===== src/rtl/bcd_ser_pkg.sv =====
// Shared constants and types for the packed-decimal serializer.
// Assumes digits are 4-bit codes and characters are 8 bits.
package bcd_ser_pkg;
    typedef enum logic {
        CS_ASCII  = 1'b0,
        CS_EBCDIC = 1'b1
    } charset_e;

    localparam logic [7:0] ASCII_ZERO = 8'h30;
    localparam logic [7:0] EBC_ZERO   = 8'hF0;
    localparam logic [7:0] ASCII_SUB  = 8'h3F;
    localparam logic [7:0] EBC_SUB    = 8'h6F;
    localparam int         NIB_W      = 4;
endpackage


===== src/rtl/bcd_digit_mapper.sv =====
// Maps one 4-bit digit code to a character in the selected code set.
// Purely combinational. A nibble above 9 gives the set's substitute
// character and raises bad.
module bcd_digit_mapper
    import bcd_ser_pkg::*;
(
    input  charset_e   cs,
    input  logic [3:0] digit,
    output logic [7:0] code,
    output logic       bad
);
    // Select the character for the digit; the low nibble carries the value
    always_comb begin
        bad = (digit > 4'd9);
        if (bad)
            code = (cs == CS_EBCDIC) ? EBC_SUB : ASCII_SUB;
        else
            code = ((cs == CS_EBCDIC) ? EBC_ZERO : ASCII_ZERO) | {4'h0, digit};
    end
endmodule


===== src/rtl/bcd_lead_zero_scan.sv =====
// Finds the first digit position, counted from the most significant
// nibble (position 0), whose nibble is not zero. If all nibbles are
// zero it returns the lowest position, DIGITS-1. Combinational.
module bcd_lead_zero_scan #(
    parameter int DIGITS = 8,
    parameter int IW     = 3
) (
    input  logic [4*DIGITS-1:0] word,
    output logic [IW-1:0]       first_idx
);
    logic [DIGITS-1:0] nz;

    // One nonzero detector per digit position, position 0 = top nibble
    for (genvar g = 0; g < DIGITS; g++) begin : g_nz
        assign nz[g] = |word[(DIGITS-1-g)*4 +: 4];
    end

    // Priority pick: the lowest position index with a nonzero nibble wins
    always_comb begin
        first_idx = IW'(DIGITS - 1);
        for (int i = DIGITS - 1; i >= 0; i--) begin
            if (nz[i]) first_idx = IW'(i);
        end
    end
endmodule


===== src/rtl/bcd_ser_ctrl.sv =====
// Transfer controller. It captures the word and the code set on
// acceptance, pre-shifted so that the first emitted digit sits in the
// top nibble. It then shifts one nibble per accepted character and
// counts the characters that remain. It also keeps the sticky error flag.
// Assumes start_idx <= DIGITS-1.
module bcd_ser_ctrl
    import bcd_ser_pkg::*;
#(
    parameter int DIGITS = 8,
    parameter int IW     = 3
) (
    input  logic                clk,
    input  logic                rst_n,
    input  logic                in_valid,
    input  logic [4*DIGITS-1:0] in_word,
    input  charset_e            in_cs,
    input  logic [IW-1:0]       start_idx,
    output logic                in_ready,
    input  logic                out_ready,
    output logic                out_valid,
    output logic                out_last,
    output logic [3:0]          digit,
    output charset_e            cs_q,
    input  logic                bad,
    output logic                err
);
    localparam int W = 4 * DIGITS;

    logic          busy;
    logic [W-1:0]  word_q;
    logic [IW-1:0] rem;

    // Load a word when idle, otherwise step on each accepted character
    always_ff @(posedge clk) begin
        if (!rst_n) begin
            busy   <= 1'b0;
            word_q <= '0;
            rem    <= '0;
            cs_q   <= CS_ASCII;
            err    <= 1'b0;
        end else begin
            if (!busy && in_valid) begin
                busy   <= 1'b1;
                word_q <= in_word << {start_idx, 2'b00};
                rem    <= IW'(DIGITS - 1) - start_idx;
                cs_q   <= in_cs;
            end else if (busy && out_ready) begin
                if (rem == '0) begin
                    busy <= 1'b0;
                end else begin
                    rem    <= rem - 1'b1;
                    word_q <= word_q << 4;
                end
            end
            if (busy && out_ready && bad) err <= 1'b1;
        end
    end

    // Handshake outputs follow the busy state
    assign in_ready  = !busy;
    assign out_valid = busy;
    assign out_last  = busy && (rem == '0);
    assign digit     = word_q[W-1 -: 4];
endmodule


===== src/rtl/bcd_char_serializer.sv =====
// Top level: packed-decimal word in, one character per beat out.
// Ties together the leading-zero scan, the transfer controller and the
// digit-to-character mapper. Assumes DIGITS >= 1.
module bcd_char_serializer
    import bcd_ser_pkg::*;
#(
    parameter int DIGITS = 8
) (
    input  logic                clk,
    input  logic                rst_n,
    input  logic                in_valid,
    output logic                in_ready,
    input  logic [4*DIGITS-1:0] in_word,
    input  logic                in_ebcdic,
    input  logic                in_zsup,
    output logic                out_valid,
    input  logic                out_ready,
    output logic [7:0]          out_char,
    output logic                out_last,
    output logic                err
);
    localparam int IW = (DIGITS > 1) ? $clog2(DIGITS) : 1;

    logic [IW-1:0] first_nz;
    logic [IW-1:0] start_idx;
    logic [3:0]    digit;
    charset_e      cs_q;
    charset_e      in_cs;
    logic          bad;

    bcd_lead_zero_scan #(.DIGITS(DIGITS), .IW(IW)) u_scan (
        .word      (in_word),
        .first_idx (first_nz)
    );

    // Starting position: skip leading zeros only when suppression is asked
    assign start_idx = in_zsup ? first_nz : '0;
    assign in_cs     = in_ebcdic ? CS_EBCDIC : CS_ASCII;

    bcd_ser_ctrl #(.DIGITS(DIGITS), .IW(IW)) u_ctrl (
        .clk       (clk),
        .rst_n     (rst_n),
        .in_valid  (in_valid),
        .in_word   (in_word),
        .in_cs     (in_cs),
        .start_idx (start_idx),
        .in_ready  (in_ready),
        .out_ready (out_ready),
        .out_valid (out_valid),
        .out_last  (out_last),
        .digit     (digit),
        .cs_q      (cs_q),
        .bad       (bad),
        .err       (err)
    );

    bcd_digit_mapper u_map (
        .cs    (cs_q),
        .digit (digit),
        .code  (out_char),
        .bad   (bad)
    );
endmodule


===== config.mk =====
export PLATFORM = sky130hd
export DESIGN_NAME = bcd_char_serializer
export DESIGN_NICKNAME = d
export VERILOG_FILES = /design/src/rtl/bcd_ser_pkg.sv /design/src/rtl/bcd_digit_mapper.sv /design/src/rtl/bcd_lead_zero_scan.sv /design/src/rtl/bcd_ser_ctrl.sv /design/src/rtl/bcd_char_serializer.sv
export SDC_FILE = /design/constraint.sdc
export NUM_CORES = 1
export LEC_CHECK = 0
export BUFFER_PORTS_ARGS = -buffer_cell sky130_fd_sc_hd__buf_2
export CORE_MARGIN = 1.5
export CORE_UTILIZATION = 61
export CTS_CLUSTER_DIAMETER = 40
export DETAILED_ROUTE_END_ITERATION = 8
export PLACE_DENSITY = 0.92
export SYNTH_ARGS = -nofsm -noshare
export SYNTH_HDL_FRONTEND = slang
export SYNTH_SLANG_ARGS = --single-unit
export TNS_END_PERCENT = 20

===== constraint.sdc =====
create_clock -name clk -period 4.6 [get_ports clk]
set_input_delay 0.92 -clock clk [delete_from_list [all_inputs] [get_ports clk]]
set_output_delay 0.92 -clock clk [all_outputs]
set_load 0.02 [all_outputs]

Word level (Yosys, flattened, before mapping)
Cells that the tools add are included.
Cells by class
  add/sub/neg operators: 2
  div/mod/pow operators: 0
  bitwise operators: 1
  muxes and demuxes: 21
  reduce and logical (&&, ||, !) cells: 17
  order comparisons: 1
  multiply operators: 0
  shifts and indexed selects: 1
  eq/ne operators: 1
Operators by type and width (count)
  $mux W32: 3
  $shl A32 B5 Y32: 1
  $reduce_or A4 Y1: 7
  $mux W3: 8
  $mux W8: 2
  $or A8 B4 Y8: 1
  $mux W7: 1
  $mux W1: 5
  $gt A4 B4 Y1 const B: 1
  $logic_and A1 B1 Y1: 4
  $mux W2: 2
  $reduce_and A2 Y1: 2
  $reduce_bool A2 Y1: 2
  $logic_not A3 Y1: 1
  $sub A3 B1 Y3 const B: 1
  $sub A3 B3 Y3 const A: 1
  $ne A2 B1 Y1 const B: 1
  $logic_not A1 Y1: 1
Storage, ports and cells
  memory bits (writable): 0
  bits in latches: 0
  memories kept: 0
  output and inout bits: 12
  register bits after elaboration: 38
  bits of input ports: 38
  word-level logic and storage cells: 49
  ROM bits: 0

Depth between registers and ports, before layout
  word-level depth: 11
  gate-level depth with buffers: 9
  mapped depth without buffers: 8

Hierarchy
From an unflattened synthesis, not the netlist that was laid out.
Second synthesis, totals
  cells, all modules: 336
  area, all modules: 2736.4 sq um
Modules (own cells, without submodules)
  bcd_ser_ctrl: cells each 306, instances 1, area an instance 2534.9 sq um, seq. area each 760.7 sq um
  bcd_lead_zero_scan: cells each 16, instances 1, area an instance 113.9 sq um, seq. area each 0.0 sq um
  bcd_digit_mapper: cells each 11, instances 1, area an instance 68.8 sq um, seq. area each 0.0 sq um
  bcd_char_serializer: cells each 3, instances 1, area an instance 18.8 sq um, seq. area each 0.0 sq um

Worst setup path after synthesis
Ideal clock, no wire load.
  path kind: input port to flip-flop
  from: in in_word[21]
  to: reg u_ctrl.word_q[27]
  path buffers: 2
  data required time: 4.475 ns
  path slack: 1.814 ns
  setup time: 0.125 ns
  arrival: 2.661 ns
  cell stages on the path: 8
  cell sequence: or4_1 -> buf_6 -> nor2_8 -> a21o_4 -> buf_6 -> nor3_2 -> a221o_1 -> o41a_1
Between the ends
  cells in the longest elaborated chain, start to end: 7
RTL lines
  from (decl): line bcd_char_serializer.sv:13  | input logic [4*DIGITS-1:0] in_word,
  $reduce_or A4 Y1: line bcd_lead_zero_scan.sv:15  | assign nz[g] = |word[(DIGITS-1-g)*4 +: 4];
  $mux W3 (3 in series): line bcd_lead_zero_scan.sv:22  | if (nz[i]) first_idx = IW'(i);
  $mux W3: line bcd_char_serializer.sv:37  | assign start_idx = in_zsup ? first_nz : '0;
  $shl A32 B5 Y32: line bcd_ser_ctrl.sv:44  | word_q <= in_word << {start_idx, 2'b00};
  $mux W32: line bcd_ser_ctrl.sv:42  | if (!busy && in_valid) begin
  to (signal assigned): line bcd_ser_ctrl.sv:44
  to (signal assigned): line bcd_ser_ctrl.sv:52  | word_q <= word_q << 4;
  to (decl): line bcd_ser_ctrl.sv:30  | logic [W-1:0] word_q;
Every way passes these cells.
A chain may end at the register's enable or synchronous reset.

Worst setup path in the final report
  from: in in_word[25]
  to: reg u_ctrl.word_q[12]
Between the ends
  cells in the longest elaborated chain, start to end: 6
RTL lines (line)
  $reduce_or A4 Y1: bcd_lead_zero_scan.sv:15
  $mux W3 (2 in series): bcd_lead_zero_scan.sv:22
  $mux W3: bcd_char_serializer.sv:37
  $shl A32 B5 Y32: bcd_ser_ctrl.sv:44
  $mux W32: bcd_ser_ctrl.sv:42
Every way passes these cells.

==> results.md <==
- Most frequent cell after synthesis: dfxtp_1
- H-tree lvl count: 2
- Row count: 24
- Clock power share: 0.298
- Synth area leader: dfxtp_1
- XOR/XNOR Fraction of Synth Area: 0
- Tmin final: ~3000 ps
- Worst Tran Pin Value: about 1100 ps
- Final antenna-violating net count: 0
- CTS sink cnt: 38
- Syn nets: approximately 400
- Setup_tns: 0 ps
- GRT overflow: 0
- Main combinational cell family by area after synthesis: compound AO/OA/AOI/OAI gates
- Drc violations: 0
- CTS tree: built
- Worst hold path type: register to register
- Via Count: 3264
- Synthesis-to-finish area growth: 11.6%
- Post-Synth Simple-Gate Area: 0.223
- Hold Fails Final Rpt: 0
- Max Root-Sink Buffers: 2
- Multiplexer share of the synthesized area: 0.107
- Via/cell ratio: 7.40
- CP arrival: ~3200 ps
- CTS Buf Count: 5
- Buffers on Ports: 48
- Share of the synthesized area in the top cell type: 0.271
- Max VDD drop: 209 uV
- Cell breakdown of the critical path: buf_2, nor4_2, nand3_1, a21oi_1, buf_4, mux2i_1, mux2_1, o22ai_1
- Crit start category: primary input
- Total Wirelength: about 9.5 mm
- GRT Total Usage: 0.384
- Seq pwr share: 0.451
- Pint: approximately 550 uW
- Count of final setup violators: 0
- RSZ-0062 raised after global routing: no
- Final Cycle Share: 0.657
- Die ar.: about 5000 um^2
- Power per cell area: around 260 nW/um^2
- Cells after Synth: 351
- Ys flop type: dfxtp_1
- Max_slew headroom: 0.286
- Largest net degree at the start of global routing: 31
- Run status: completed
- Slowest stage cell, crit path: a21oi_1
- Seq cells post-synth: 38
- Boundary pin count: 50
- Worst-Skew Late Latency: 300 ps
- Final HPWL DP: 6.72 mm
- Ant. Diodes: 0
- Total power draw: just over 800 uW
- Vias in the first global route: 2915
- Crit Path Max Fanout: 16
- Delay-heaviest family, CP: simple AND/OR/NAND/NOR gates
- Post-synth EDFFs: 0
- Combinational power share: 0.251
- Max incr delay on CP: about 510 ps
- Area of the mapped netlist: 2800 um^2
- CTS Hold Bufs: 0
- Critical path class: primary input to register
- CP Buf/Inv Count: 2
- Max Slew Vio Count: 0
- Post-synthesis compound-gate area fraction: 0.340
- Switching fraction of total power: 0.328
- First-pass GRT wire length: ~15 mm
- Max Freq: approximately 330 MHz
- Total core area: ~4400 um^2
- MaxCap Viol Count: 0
- Drt initial violations: 409
- Post-synthesis sequential area ratio: 0.271
- Synth area leaders: dfxtp_1 (27%), mux2i_1 (7.5%), a21oi_1 (5.4%), o21ai_0 (3.9%), nand3_1 (3.8%)
- YS warnings: 0
- PostCTS Resize Cnt: 0
- Initial Util: 0.639
- Clk root buf: clkbuf_8
- Yosys cell types: 58
- Chip width: approximately 70 um
- Adder-Cell Fraction of Synth Area: 0.00893
- CP required: 4820 ps
- Routed wire per std cell: 21.5 um
- Switching power: 271 uW
- Avg Synthesized Cell Area: 7.98 um^2
- Leakage Power: around 1.3 nW
- Async S/R FF share, synth: 0
- Antenna violations before repair: 0
- Final Net Count: 428
- Die Span Y: 70.8 um
- Drt first pass iters: 5
- Post-synth top cells: dfxtp_1 (38), a21oi_1 (30), nand2_1 (27)
- Clock Skew: 11.3 ps
- Share of cells above drive strength 1: 0.198
- Worst-path clk slew: about 70 ps
- Setup crit end kind: register
- GP Congestion: 1.03
- Post-CTS setup buffers: 0
cells in the final DEF, fill, tap and decap left out, drive strengths merged, types with 5 or more instances in the layout:
master  synthesis  final
a221oi          6      6
o21a            5      5
and3           12     12
o211a           5      5
o21ai          32     32
nand2          28     28
nand3          21     21
nand2b          9      9
buf             9     54
clkbuf         15      7
mux2i          21     21
o211ai          9      9
a31oi           5      5
mux2            8      8
a22oi           7      7
a21oi          31     31
o22ai           6      6
nor2           21     21
and2            6      6
nor4            7      7
dfxtp          38     38
registers in the layout, summed over array words and instances, names as in the netlist:
signal	flops
u_ctrl.word_q	32
u_ctrl.cs_q	1
u_ctrl.err	1
u_ctrl.out_valid	1
u_ctrl.rem	3
logic make-up (layout without fill, tap and decap cells):
kind of cell | after synthesis | in the layout
flip-flops | 38 | 38
adder cells (fa/ha/maj) | 2 | 2
AND/OR/NAND/NOR | 115 | 115
buffers and inverters | 28 | 66
AO/OA/AOI/OAI | 138 | 138
multiplexers | 29 | 29
other | 1 | 1
power groups by stage:
stage                     sequential [mW]  clock (mW)  combinational [mW]
after floorplan                     0.375           0               0.128
after global placement              0.377           0               0.196
after detailed placement            0.378           0               0.200
after CTS                           0.371       0.242               0.201
after global routing                0.374       0.257               0.224
final                               0.372       0.245               0.207
routing by layer:
layer | up-vias | share of wire | track usage
li1 | 1435 | - | -
met1 | 1512 | 0.40 | 0.536
met2 | 271 | 0.44 | 0.583
met3 | 46 | 0.12 | 0.0840
met4 | 0 | 0.039 | 0.145
met5 | - | 0 | 0
worst min-delay path, cell delays in order, from the launching register on:
cell     delay [ps]
dfxtp_1         310
nand3_1          60
a21oi_1          60
area by class of cell:
type                            instances  area, um^2
Clock inverter                          1        5.00
Inverter                                4        15.0
Multi-Input combinational cell        285        1910
Sequential cell                        38         761
Timing Repair Buffer                   54         285
Tap cell                               52        65.1
Fill cell                             387        1260
Clock buffer                            7        86.3
path summary, 6_finish.rpt:
check              startpoint                end  slack (ps)  cells past startpoint
min reg2reg  u_ctrl.word_q[0]   u_ctrl.word_q[0]         470                      2
max reg2reg  u_ctrl.out_valid  u_ctrl.word_q[29]        2120                      6
max               in_word[25]  u_ctrl.word_q[12]        1580                      8
min          u_ctrl.word_q[0]   u_ctrl.word_q[0]         470                      2
metrics by stage:
stage / hold slack, ps / cells / utilization / setup WS (ps) / area [um^2]
after floorplan: 445 / 351 / - / 1810 / 2800
final: 466 / 441 / 0.713 / 1580 / 3130
after CTS: 466 / 441 / 0.713 / 1660 / 3130
after global routing: 508 / 441 / 0.713 / 1440 / 3130
after global placement: 447 / 433 / 0.692 / 1350 / 3040
after detailed placement: 456 / 433 / 0.692 / 1350 / 3040
Power figures use the tool's default switching activity.
